[src/rtl/phase_meter_pkg.sv]
package phase_meter_pkg;
  typedef enum logic [1:0] {
    PM_IDLE  = 2'd0,
    PM_ARMED = 2'd1,
    PM_COUNT = 2'd2
  } pm_state_t;
endpackage

[src/rtl/start_rise_det.sv]
module start_rise_det (
  input  logic clk,
  input  logic rst,
  input  logic strobe_in,
  output logic rise_out
);
  logic prev_q;

  always_ff @(posedge clk) begin
    if (rst) prev_q <= 1'b0;
    else     prev_q <= strobe_in;
  end

  // edge = high now, low one cycle ago
  assign rise_out = strobe_in & ~prev_q;
endmodule

[src/rtl/pm_ctrl.sv]
module pm_ctrl
  import phase_meter_pkg::*;
#(
  parameter int DIV   = 16,
  parameter int CNT_W = $clog2(DIV) + 1
) (
  input  logic             clk,
  input  logic             rst,
  input  logic             resync,
  input  logic             pps,
  input  logic             start_rise,
  output logic             done,
  output logic             fail,
  output logic [CNT_W-1:0] meas
);
  localparam logic [CNT_W-1:0] LAST = CNT_W'(DIV - 1);

  pm_state_t        state_q;
  logic [CNT_W-1:0] cnt_q;

  always_comb begin
    done = 1'b0;
    fail = 1'b0;
    meas = cnt_q;
    if (!resync) begin
      unique case (state_q)
        PM_ARMED: begin
          if (pps && start_rise) begin
            done = 1'b1;
            meas = '0;
          end
        end
        PM_COUNT: begin
          if (start_rise)        done = 1'b1;
          else if (cnt_q == LAST) fail = 1'b1;
        end
        default: ;
      endcase
    end
  end

  always_ff @(posedge clk) begin
    if (rst) begin
      state_q <= PM_IDLE;
      cnt_q   <= '0;
    end else if (resync) begin
      state_q <= PM_ARMED;
      cnt_q   <= '0;
    end else begin
      unique case (state_q)
        PM_ARMED: begin
          if (pps) begin
            if (start_rise) begin
              state_q <= PM_IDLE;
            end else begin
              state_q <= PM_COUNT;
              cnt_q   <= CNT_W'(1);
            end
          end
        end
        PM_COUNT: begin
          if (start_rise || cnt_q == LAST) begin
            state_q <= PM_IDLE;
            cnt_q   <= '0;
          end else begin
            cnt_q <= cnt_q + CNT_W'(1);
          end
        end
        default: state_q <= PM_IDLE;
      endcase
    end
  end

  a_r6_cnt_bound: assert property (@(posedge clk) disable iff (rst)
    (state_q == PM_COUNT) |-> (cnt_q <= LAST && cnt_q != '0));

  a_r6_done_fail_excl: assert property (@(posedge clk) disable iff (rst)
    !(done && fail));

  a_r8_resync_rearms: assert property (@(posedge clk) disable iff (rst)
    resync |=> (state_q == PM_ARMED));
endmodule

[src/rtl/pm_hold.sv]
module pm_hold #(
  parameter int DIV   = 16,
  parameter int CNT_W = $clog2(DIV) + 1,
  parameter int OFS_W = 8
) (
  input  logic             clk,
  input  logic             rst,
  input  logic             upd,
  input  logic             fail,
  input  logic             clr_err,
  input  logic [CNT_W-1:0] meas,
  output logic [OFS_W-1:0] offset_q,
  output logic             valid_q,
  output logic             err_q
);
  localparam int EXT_W = OFS_W - CNT_W;

  logic [OFS_W-1:0] ext_meas;

  generate
    if (EXT_W > 0) begin : g_ext
      assign ext_meas = {{EXT_W{meas[CNT_W-1]}}, meas};
    end else begin : g_trunc
      assign ext_meas = meas[OFS_W-1:0];
    end
  endgenerate

  always_ff @(posedge clk) begin
    if (rst) begin
      offset_q <= '0;
      valid_q  <= 1'b0;
    end else if (upd) begin
      offset_q <= ext_meas;
      valid_q  <= 1'b1;
    end
  end

  always_ff @(posedge clk) begin
    if (rst)          err_q <= 1'b0;
    else if (clr_err) err_q <= 1'b0;
    else if (fail)    err_q <= 1'b1;
  end

  a_r4_valid_keeps: assert property (@(posedge clk) disable iff (rst)
    valid_q |=> valid_q);

  a_r4_offset_stable: assert property (@(posedge clk) disable iff (rst)
    !upd |=> $stable(offset_q));

  a_r7_err_sticky: assert property (@(posedge clk) disable iff (rst)
    (err_q && !clr_err) |=> err_q);

  a_r3_range: assert property (@(posedge clk) disable iff (rst)
    ($signed(offset_q) >= 0) && ($signed(offset_q) < DIV));
endmodule

[src/rtl/pps_phase_meter.sv]
module pps_phase_meter #(
  parameter int DIV   = 16,
  parameter int OFS_W = 8
) (
  input  logic             clk,
  input  logic             rst,
  input  logic             resync_req,
  input  logic             pps_in,
  input  logic             start_in,
  output logic [OFS_W-1:0] offset_out,
  output logic             offset_valid,
  output logic             meas_err
);
  localparam int CNT_W = $clog2(DIV) + 1;

  logic             start_rise;
  logic             done;
  logic             fail;
  logic [CNT_W-1:0] meas;

  start_rise_det u_edge (
    .clk       (clk),
    .rst       (rst),
    .strobe_in (start_in),
    .rise_out  (start_rise)
  );

  pm_ctrl #(.DIV(DIV), .CNT_W(CNT_W)) u_ctrl (
    .clk        (clk),
    .rst        (rst),
    .resync     (resync_req),
    .pps        (pps_in),
    .start_rise (start_rise),
    .done       (done),
    .fail       (fail),
    .meas       (meas)
  );

  pm_hold #(.DIV(DIV), .CNT_W(CNT_W), .OFS_W(OFS_W)) u_hold (
    .clk      (clk),
    .rst      (rst),
    .upd      (done),
    .fail     (fail),
    .clr_err  (resync_req),
    .meas     (meas),
    .offset_q (offset_out),
    .valid_q  (offset_valid),
    .err_q    (meas_err)
  );

  a_r7_resync_clears: assert property (@(posedge clk) disable iff (rst)
    resync_req |=> !meas_err);

  a_r6_fail_keeps_offset: assert property (@(posedge clk) disable iff (rst)
    fail |=> ($stable(offset_out) && meas_err));
endmodule

[config.mk]
export PLATFORM = sky130hd
export DESIGN_NAME = pps_phase_meter
export DESIGN_NICKNAME = d
export VERILOG_FILES = /design/src/rtl/phase_meter_pkg.sv /design/src/rtl/start_rise_det.sv /design/src/rtl/pm_ctrl.sv /design/src/rtl/pm_hold.sv /design/src/rtl/pps_phase_meter.sv
export SDC_FILE = /design/constraint.sdc
export NUM_CORES = 1
export LEC_CHECK = 0
export ABC_CLOCK_PERIOD_IN_PS = 2020
export BUFFER_PORTS_ARGS = -buffer_cell sky130_fd_sc_hd__buf_2
export CELL_PAD_IN_SITES_DETAIL_PLACEMENT = 1
export CELL_PAD_IN_SITES_GLOBAL_PLACEMENT = 2
export CORE_AREA = 2 2 56 53
export CTS_CLUSTER_SIZE = 16
export DETAILED_ROUTE_END_ITERATION = 6
export DIE_AREA = 0 0 58 55
export HOLD_SLACK_MARGIN = 0.06
export PLACE_DENSITY_LB_ADDON = 0.08
export REMOVE_ABC_BUFFERS = 1
export SKIP_CTS_REPAIR_TIMING = 1
export SLEW_MARGIN = 10
export SYNTH_ARGS = -nofsm -noshare
export SYNTH_HDL_FRONTEND = slang
export SYNTH_SLANG_ARGS = --single-unit
[constraint.sdc]
create_clock -name clk -period 2.02 [get_ports clk]
set_input_delay 0.101 -clock clk [delete_from_list [all_inputs] [get_ports clk]]
set_output_delay 0.101 -clock clk [all_outputs]
set_load 0.02 [all_outputs]
Word-level counts from Yosys, hierarchy flattened
Cells that the tools add are included.
{"block": "word_totals", "inputBits": 5, "ff_bits": 15}
{"block": "op_classes", "reduce_logical": 7, "add_sub_neg": 1, "eq_ne": 8, "mux": 20, "bitwise": 2}
{"op": "$mux W5", "n": 6}
{"op": "$pmux W5 S2", "n": 1}
{"op": "$mux W1", "n": 8}
{"op": "$mux W2", "n": 3}
{"op": "$add A5 B1 Y5 const B", "n": 1}
{"op": "$eq A5 B4 Y1 const B", "n": 1}
{"op": "$ne A2 B2 Y1 const B", "n": 2}
{"op": "$pmux W2 S2", "n": 1}
{"op": "$reduce_and A2 Y1", "n": 2}
{"op": "$ne A3 B2 Y1 const B", "n": 1}
{"op": "$ne A3 B3 Y1 const B", "n": 1}
{"op": "$reduce_and A3 Y1", "n": 1}
{"op": "$eq A2 B1 Y1 const B", "n": 1}
{"op": "$eq A2 B2 Y1 const B", "n": 1}
{"op": "$ne A2 B1 Y1 const B", "n": 1}
{"op": "$pmux W1 S2", "n": 1}
{"op": "$reduce_bool A2 Y1", "n": 1}
{"op": "$reduce_or A2 Y1", "n": 1}
{"op": "$and A1 B1 Y1", "n": 1}
{"op": "$logic_and A1 B1 Y1", "n": 1}
{"op": "$logic_or A1 B1 Y1", "n": 1}
{"op": "$not A1 Y1", "n": 1}

Depth between registers and ports, before layout
Gate-level depths: netlist (run 1).
{"block": "logic_depth", "ltp_word": 6, "ltp_mapped": 7, "ltp_nobuf": 7}

Hierarchy
From an unflattened synthesis (run 1), not the netlist that was laid out.
{"block": "unflattened", "cells_unflattened": 88, "hier_area_um2": 822.0}
{"mod": "pm_ctrl", "area_each_um2": 515.5, "seq_area_each_um2": 140.1, "cells_per_inst": 60, "n_inst": 1}
{"mod": "pm_hold", "area_each_um2": 259.0, "seq_area_each_um2": 140.1, "cells_per_inst": 25, "n_inst": 1}
{"mod": "start_rise_det", "area_each_um2": 47.5, "seq_area_each_um2": 20.0, "cells_per_inst": 3, "n_inst": 1}

Worst setup path before layout (run 1)
No wires, ideal clock.
{"block": "synth_path", "kind": "register to register", "startpoint": "register u_ctrl.cnt_q[0]", "endpoint": "register u_ctrl.cnt_q[3]", "arrival_time_ns": 1.488, "path_stages_with_launch": 8, "period_less_slack_ns": 1.575, "required_time_ns": 1.933, "setup_ns": 0.087, "path_slack_ns": 0.445, "path_cell_list": "dfxtp_1 -> ha_1 -> and3_1 -> ha_1 -> nand2b_1 -> nor2_2 -> a21oi_1 -> o31ai_1"}
{"block": "synth_via", "elab_chain_len": 4, "elab_cells_between_ends": 5, "classes_between": "1 x add/sub; 1 x eq/ne; 2 x mux; 1 x reduce/logical"}
{"element": "start, declared", "line_no": "pm_ctrl.sv:19", "source": "logic [CNT_W-1:0] cnt_q;"}
{"element": "start signal, assigned", "line_no": "pm_ctrl.sv:66", "source": "cnt_q <= cnt_q + CNT_W'(1);"}
{"element": "parallel branches: the longest is 2 deep, another holds $add A5 B1 Y5"}
{"element": "$mux W5 *", "line_no": "pm_ctrl.sv:62", "source": "if (start_rise || cnt_q == LAST) begin"}
{"element": "$pmux W5 S2 *", "line_no": "pm_ctrl.sv:50", "source": "unique case (state_q)"}
Mark *: on every way between the ends.
A chain may end at the register's enable or synchronous reset.

Worst setup path in the final report (run 1)
Same ends and word-level chain as after synthesis.

==> flow_metrics.py, run 1 <==
metrics = {
    "timing": {
        "setup_viol_count_final": 0,
        "worst_pin_slew_ns": 0.375,
        "slew_headroom": 0.748,
        "rsz0062_at_grt": "no",
        "timing.final.ws_setup_ns": 0.251,
        "fmax_ghz": 0.565,
        "skew_ns": 0.00801,
        "hold_viol": 0,
        "slew_viol_final": 0,
        "fin_crit_ns": 1.77,
        "finalCritPeriodShare": 0.876,
        "tns_ns": 0,
    },
    "grt": {
        "grt_overflow": 0,
        "grt_max_degree": 10,
        "grt.total_usage": 0.126,
        "grt_pass1_wl_mm": 2.95,
        "antenna_found_initial": 0,
        "grt_pass1_vias": 622,
    },
    "hold_path": {
        "min-delay-path-class": "in -> reg",
    },
    "logic_synthesis": {
        "synth.area.top_cells": "dfxtp_1 (40%), a21oi_1 (8.1%), ha_1 (6.7%)",
        "yosys.cell_types.count": 28,
        "synthFlopType": "dfxtp_1",
        "syn_area_sq_um": 744,
        "ys_ff_latch": 15,
        "async_flop_share": 0,
        "yosysWarnings": 0,
        "yosysSeqAreaShare": 0.403,
        "synth_cells": 87,
        "synth_top_cell_area_share": 0.403,
        "synth_edf_count": 0,
        "avgSynthCellArea_sq_um": 8.56,
        "synth_largest_area_cell": "dfxtp_1",
    },
    "setup_path": {
        "end_kind": "flop",
        "setup.worst_path.class": "reg -> reg",
        "path_cells": "ha_1 > and3_1 > ha_1 > nand2b_1 > nor2_2 > a21oi_1 > o31ai_1",
        "critPathRequiredTime_ns": 2.23,
        "crit_path_frequent_cell": "ha_1",
        "max_stage_delay_ns": 0.36,
        "path_max_fanout": 5,
        "crit_slowest_cell": "dfxtp_1",
        "cp-start-kind": "flop",
        "arrival_ns": 1.98,
    },
    "final_layout": {
        "final_area_sq_um": 841,
        "antenna_cells": 0,
        "final_nets": 109,
        "fin_util": 0.322,
        "area.growth.synth_to_final_pct": 12.9,
        "drive_above_1_share": 0.222,
    },
    "floorplan": {
        "die_w_microns": 58,
        "start_util": 0.285,
        "io_pins": 15,
        "rows": 18,
        "core_area_sq_um": 2610,
        "die-area_sq_um": 3190,
        "die_y_microns": 55,
    },
    "power_and_ir_drop": {
        "p_clk_frac": 0.343,
        "power.density_nw_per_um2": 621,
        "p_int_mw": 0.389,
        "p_leak_nw": 0.326,
        "ir_drop_mv": 0.320,
        "switching_share": 0.255,
        "combPwrFrac": 0.081,
        "p_switching_mw": 0.133,
        "power_frac_seq": 0.575,
    },
    "clock_tree": {
        "cts_tree": "done",
        "htreeDepth": 1,
        "clockBufferDepth": 2,
        "numCtsBuffers": 3,
        "root_buffer": "clkbuf_4",
        "clock_latency_ns": 0.29,
        "clkSlewWorstSetupHoldPaths_ns": 0.10,
        "clock-sinks": 15,
    },
    "drt": {
        "drt_iter0_markers": 15,
        "drtAntennaViolNets": 0,
        "drt-vias-per-instance": 5.12,
        "routed_wl_mm": 1.77,
        "wl_per_cell_microns": 13.7,
        "firstDrtPassIters": 4,
        "via_count": 661,
        "drcViolationCount": 0,
    },
    "run": {
        "cap_violations": 0,
    },
    "placed_design": {
        "placed_area_sq_um": 815,
        "dp_hpwl_mm": 1.36,
        "gp_congestion": 0.709,
        "dp_slack_ns": 0.274,
        "portBuffers": 14,
    },
    "run_status": {
        "outcome": "completed",
    },
}
-- cells in the final DEF (no fill, tap or decap), types with 2 or more instances in the layout --
cell	instances
nand2b_1	2
clkbuf_4	3
nand3_1	9
buf_2	14
nor3_1	3
a21oi_1	12
dfxtp_1	15
nand2_1	9
ha_1	4
inv_1	5
nor2_1	5
-- power by group through the flow --
| stage | clock (mW) | sequential [mW] | combinational, mW |
|---|---|---|---|
| after floorplan | 0 | 0.307 | 0.0267 |
| after global placement | 0 | 0.308 | 0.0428 |
| after detailed placement | 0 | 0.308 | 0.0426 |
| after CTS | 0.194 | 0.301 | 0.0426 |
| after global routing | 0.204 | 0.301 | 0.0473 |
| final | 0.179 | 0.301 | 0.0423 |
-- worst paths after layout --
check | startpoint | endpoint | slack (ns) | cells past startpoint
min | start_in | u_edge.prev_q | 0.07 | 2
max reg2reg | u_ctrl.cnt_q[0] | u_ctrl.cnt_q[3] | 0.25 | 7
min reg2reg | u_hold.offset_q[3] | u_hold.offset_q[3] | 0.46 | 2
max | u_ctrl.cnt_q[0] | u_ctrl.cnt_q[3] | 0.25 | 7
-- worst max-delay path: cells and delay by family, from the launching register on --
family / cells / cell delay, ns
adder cells (fa/ha/maj): 2 / 0.44
AND/OR/NAND/NOR: 3 / 0.61
flip-flops: 1 / 0.36
AO/OA/AOI/OAI: 2 / 0.28
-- cells in the mapped netlist (2+ instances only) --
cell type / instances
buf_2: 3
dfxtp_1: 15
inv_1: 5
a21oi_1: 12
nand3_1: 9
nor2_1: 5
buf_4: 3
ha_1: 4
nand2_1: 9
nand2b_1: 2
nor3_1: 3
-- per-layer routing --
metal  share of wire  global-route usage  vias up
met1            0.53               0.166      316
li1                -                   -      329
met4          0.0085              0.0465        0
met5               0                   0        -
met2            0.43               0.193       14
met3           0.040              0.0419        2
-- cell families after synthesis --
family / count (synthesis) / synth area share
AOI/OAI and AO/OA: 19 / 0.168
adders and majority gates: 4 / 0.0672
buffers and inverters: 11 / 0.0756
DFF: 15 / 0.403
and+or+nand+nor: 38 / 0.286
-- state kept, by name, indices dropped and copies added, names as in the netlist --
signal,cells
u_hold.valid_q,1
u_hold.err_q,1
u_ctrl.cnt_q,5
u_edge.prev_q,1
u_ctrl.state_q,2
u_hold.offset_q,5
-- layout make-up --
cell class              count  area (sq um)
fillers                   331          1770
multi-input cells          61           388
flip-flops and latches     15           300
repair buffers             14          70.1
well taps                  30          37.5
clock buffers               4          26.3
inverters                   5          18.8
-- metrics by stage --
step / instances / hold slack (ns) / total power [mW]
2_1_floorplan: 81 / 0.170 / 0.334
3_3_place_gp: 125 / 0.346 / 0.350
3_5_place_dp: 125 / 0.365 / 0.350
4_1_cts: 129 / 0.0521 / 0.538
5_1_grt: 129 / 0.0601 / 0.553
6_report: 129 / 0.0704 / 0.522
No activity file was read; power rests on OpenSTA's default activity.
==> run 2, diff against run 1 <==
Settings changed: RECOVER_POWER from default to 50.
==> run 2 against run 1 <==
  * Clock-buffer cell count stayed put
  * Combinational power is 1% lower
  * Cell count is the same
  * Utilization down 0.53 points
  * Final area shrank 1.6%
  * Die area stayed put
  * Worst setup slack worse by 0.0047 ns
  * Critical path depth unchanged
  * Critical path type unchanged
  * Routed wire length fell by 0.45%
  * Power hardly changed
==> flow_metrics.py, run 2 (same netlist as run 1, synthesis figures left out) <==
metrics = {
    "grt": {
        "antenna_found_initial": 0,
        "grt.total_usage": 0.126,
        "grt_overflow": 0,
        "grt_pass1_wl_mm": 2.95,
        "grt_pass1_vias": 622,
        "grt_max_degree": 10,
    },
    "timing": {
        "slew_headroom": 0.737,
        "fmax_ghz": 0.564,
        "hold_viol": 0,
        "rsz0062_at_grt": "no",
        "finalCritPeriodShare": 0.878,
        "slew_viol_final": 0,
        "tns_ns": 0,
        "fin_crit_ns": 1.77,
        "worst_pin_slew_ns": 0.394,
        "setup_viol_count_final": 0,
        "skew_ns": 0.00779,
    },
    "floorplan": {
        "rows": 18,
        "start_util": 0.285,
        "die_w_microns": 58,
        "die_y_microns": 55,
        "core_area_sq_um": 2610,
        "die-area_sq_um": 3190,
        "io_pins": 15,
    },
    "drt": {
        "routed_wl_mm": 1.76,
        "drcViolationCount": 0,
        "firstDrtPassIters": 4,
        "wl_per_cell_microns": 13.7,
        "drt-vias-per-instance": 5.12,
        "via_count": 660,
        "drt_iter0_markers": 14,
        "drtAntennaViolNets": 0,
    },
    "placed_design": {
        "portBuffers": 14,
        "gp_congestion": 0.709,
        "dpl.cell_count": 125,
        "dp_hpwl_mm": 1.36,
    },
    "final_layout": {
        "final_common_cell": "dfxtp_1",
        "antenna_cells": 0,
        "reg.largest.list": "u_ctrl.cnt_q x5, u_hold.offset_q x5, u_ctrl.state_q x2",
        "final_nets": 109,
        "stdcell_count": 129,
        "drive_above_1_share": 0.111,
        "final_cell_mix": "dfxtp_1 (15), a21oi_1 (12), clkbuf_1 (12)",
        "area.growth.synth_to_final_pct": 11.1,
    },
    "clock_tree": {
        "clock_latency_ns": 0.29,
        "numCtsBuffers": 3,
        "clockBufferDepth": 2,
        "cts_tree": "done",
        "clkSlewWorstSetupHoldPaths_ns": 0.10,
        "clock-sinks": 15,
        "htreeDepth": 1,
        "root_buffer": "clkbuf_4",
    },
    "setup_path": {
        "startpoint": "u_ctrl.cnt_q[0]",
        "r2r_slack_ns": 0.25,
        "setup.worst_path.end": "u_ctrl.cnt_q[3]",
        "reg2reg_to": "u_ctrl.cnt_q[3]",
        "end_kind": "flop",
        "timing.rr.start": "u_ctrl.cnt_q[0]",
        "path_max_fanout": 5,
        "critPathRequiredTime_ns": 2.23,
        "arrival_ns": 1.99,
        "reg2reg_depth": 7,
        "setup.worst_path.class": "reg -> reg",
        "cp-start-kind": "flop",
    },
    "power_and_ir_drop": {
        "power_mw": 0.523,
        "ir_drop_mv": 0.325,
        "p_leak_nw": 0.279,
        "power.density_nw_per_um2": 632,
    },
    "run_status": {
        "outcome": "completed",
    },
    "hold_path": {
        "min-delay-path-class": "in -> reg",
    },
    "run": {
        "cap_violations": 0,
    },
}
run 2: critical path, cell delays in order, from the launching register on:
cell and delay (ns):
dfxtp_1 0.37, ha_1 0.25, and3_1 0.19, ha_1 0.20, nand2b_1 0.21, nor2_2 0.21, a21oi_1 0.10, o31ai_1 0.18
run 2: how the worst min path moves through the flow:
stage / startpoint / end / slack (ns) / cells past startpoint
2_1_floorplan: rst / u_hold.offset_q[0] / 0.17 / 1
3_3_place_gp: start_in / u_edge.prev_q / 0.35 / 2
3_5_place_dp: start_in / u_edge.prev_q / 0.37 / 2
4_1_cts: start_in / u_edge.prev_q / 0.05 / 2
5_1_grt: start_in / u_edge.prev_q / 0.06 / 2
6_report: start_in / u_edge.prev_q / 0.07 / 2
run 2: power breakdown:
group | switching, mW | leakage (nW) | internal [mW]
sequential | 0.00206 | 0.121 | 0.299
combinational | 0.0283 | 0.142 | 0.0135
clock | 0.104 | 0.0150 | 0.0767
run 2: layout make-up:
class	instances	area, sq um
clock buffer	4	26.3
multi-input combinational	61	388
inverter	5	18.8
timing repair buffer	14	56.3
sequential	15	300
tap	30	37.5
fill	333	1790
run 2: metrics by stage:
step	setup slack, ns	hold slack [ns]	utilization	cell area [sq um]
2_1_floorplan	0.445	0.170	-	707
3_3_place_gp	0.343	0.346	0.312	815
3_5_place_dp	0.274	0.365	0.312	815
4_1_cts	0.251	0.0521	0.322	841
5_1_grt	0.104	0.0601	0.317	827
6_report	0.246	0.0704	0.317	827
run 2: metal layers:
| metal | vias to the layer above | track usage | wire [microns] |
|---|---|---|---|
| li1 | 328 | - | - |
| met1 | 318 | 0.166 | 936 |
| met2 | 12 | 0.193 | 756 |
| met3 | 2 | 0.0419 | 53 |
| met4 | 0 | 0.0465 | 15 |
| met5 | - | 0 | 0 |
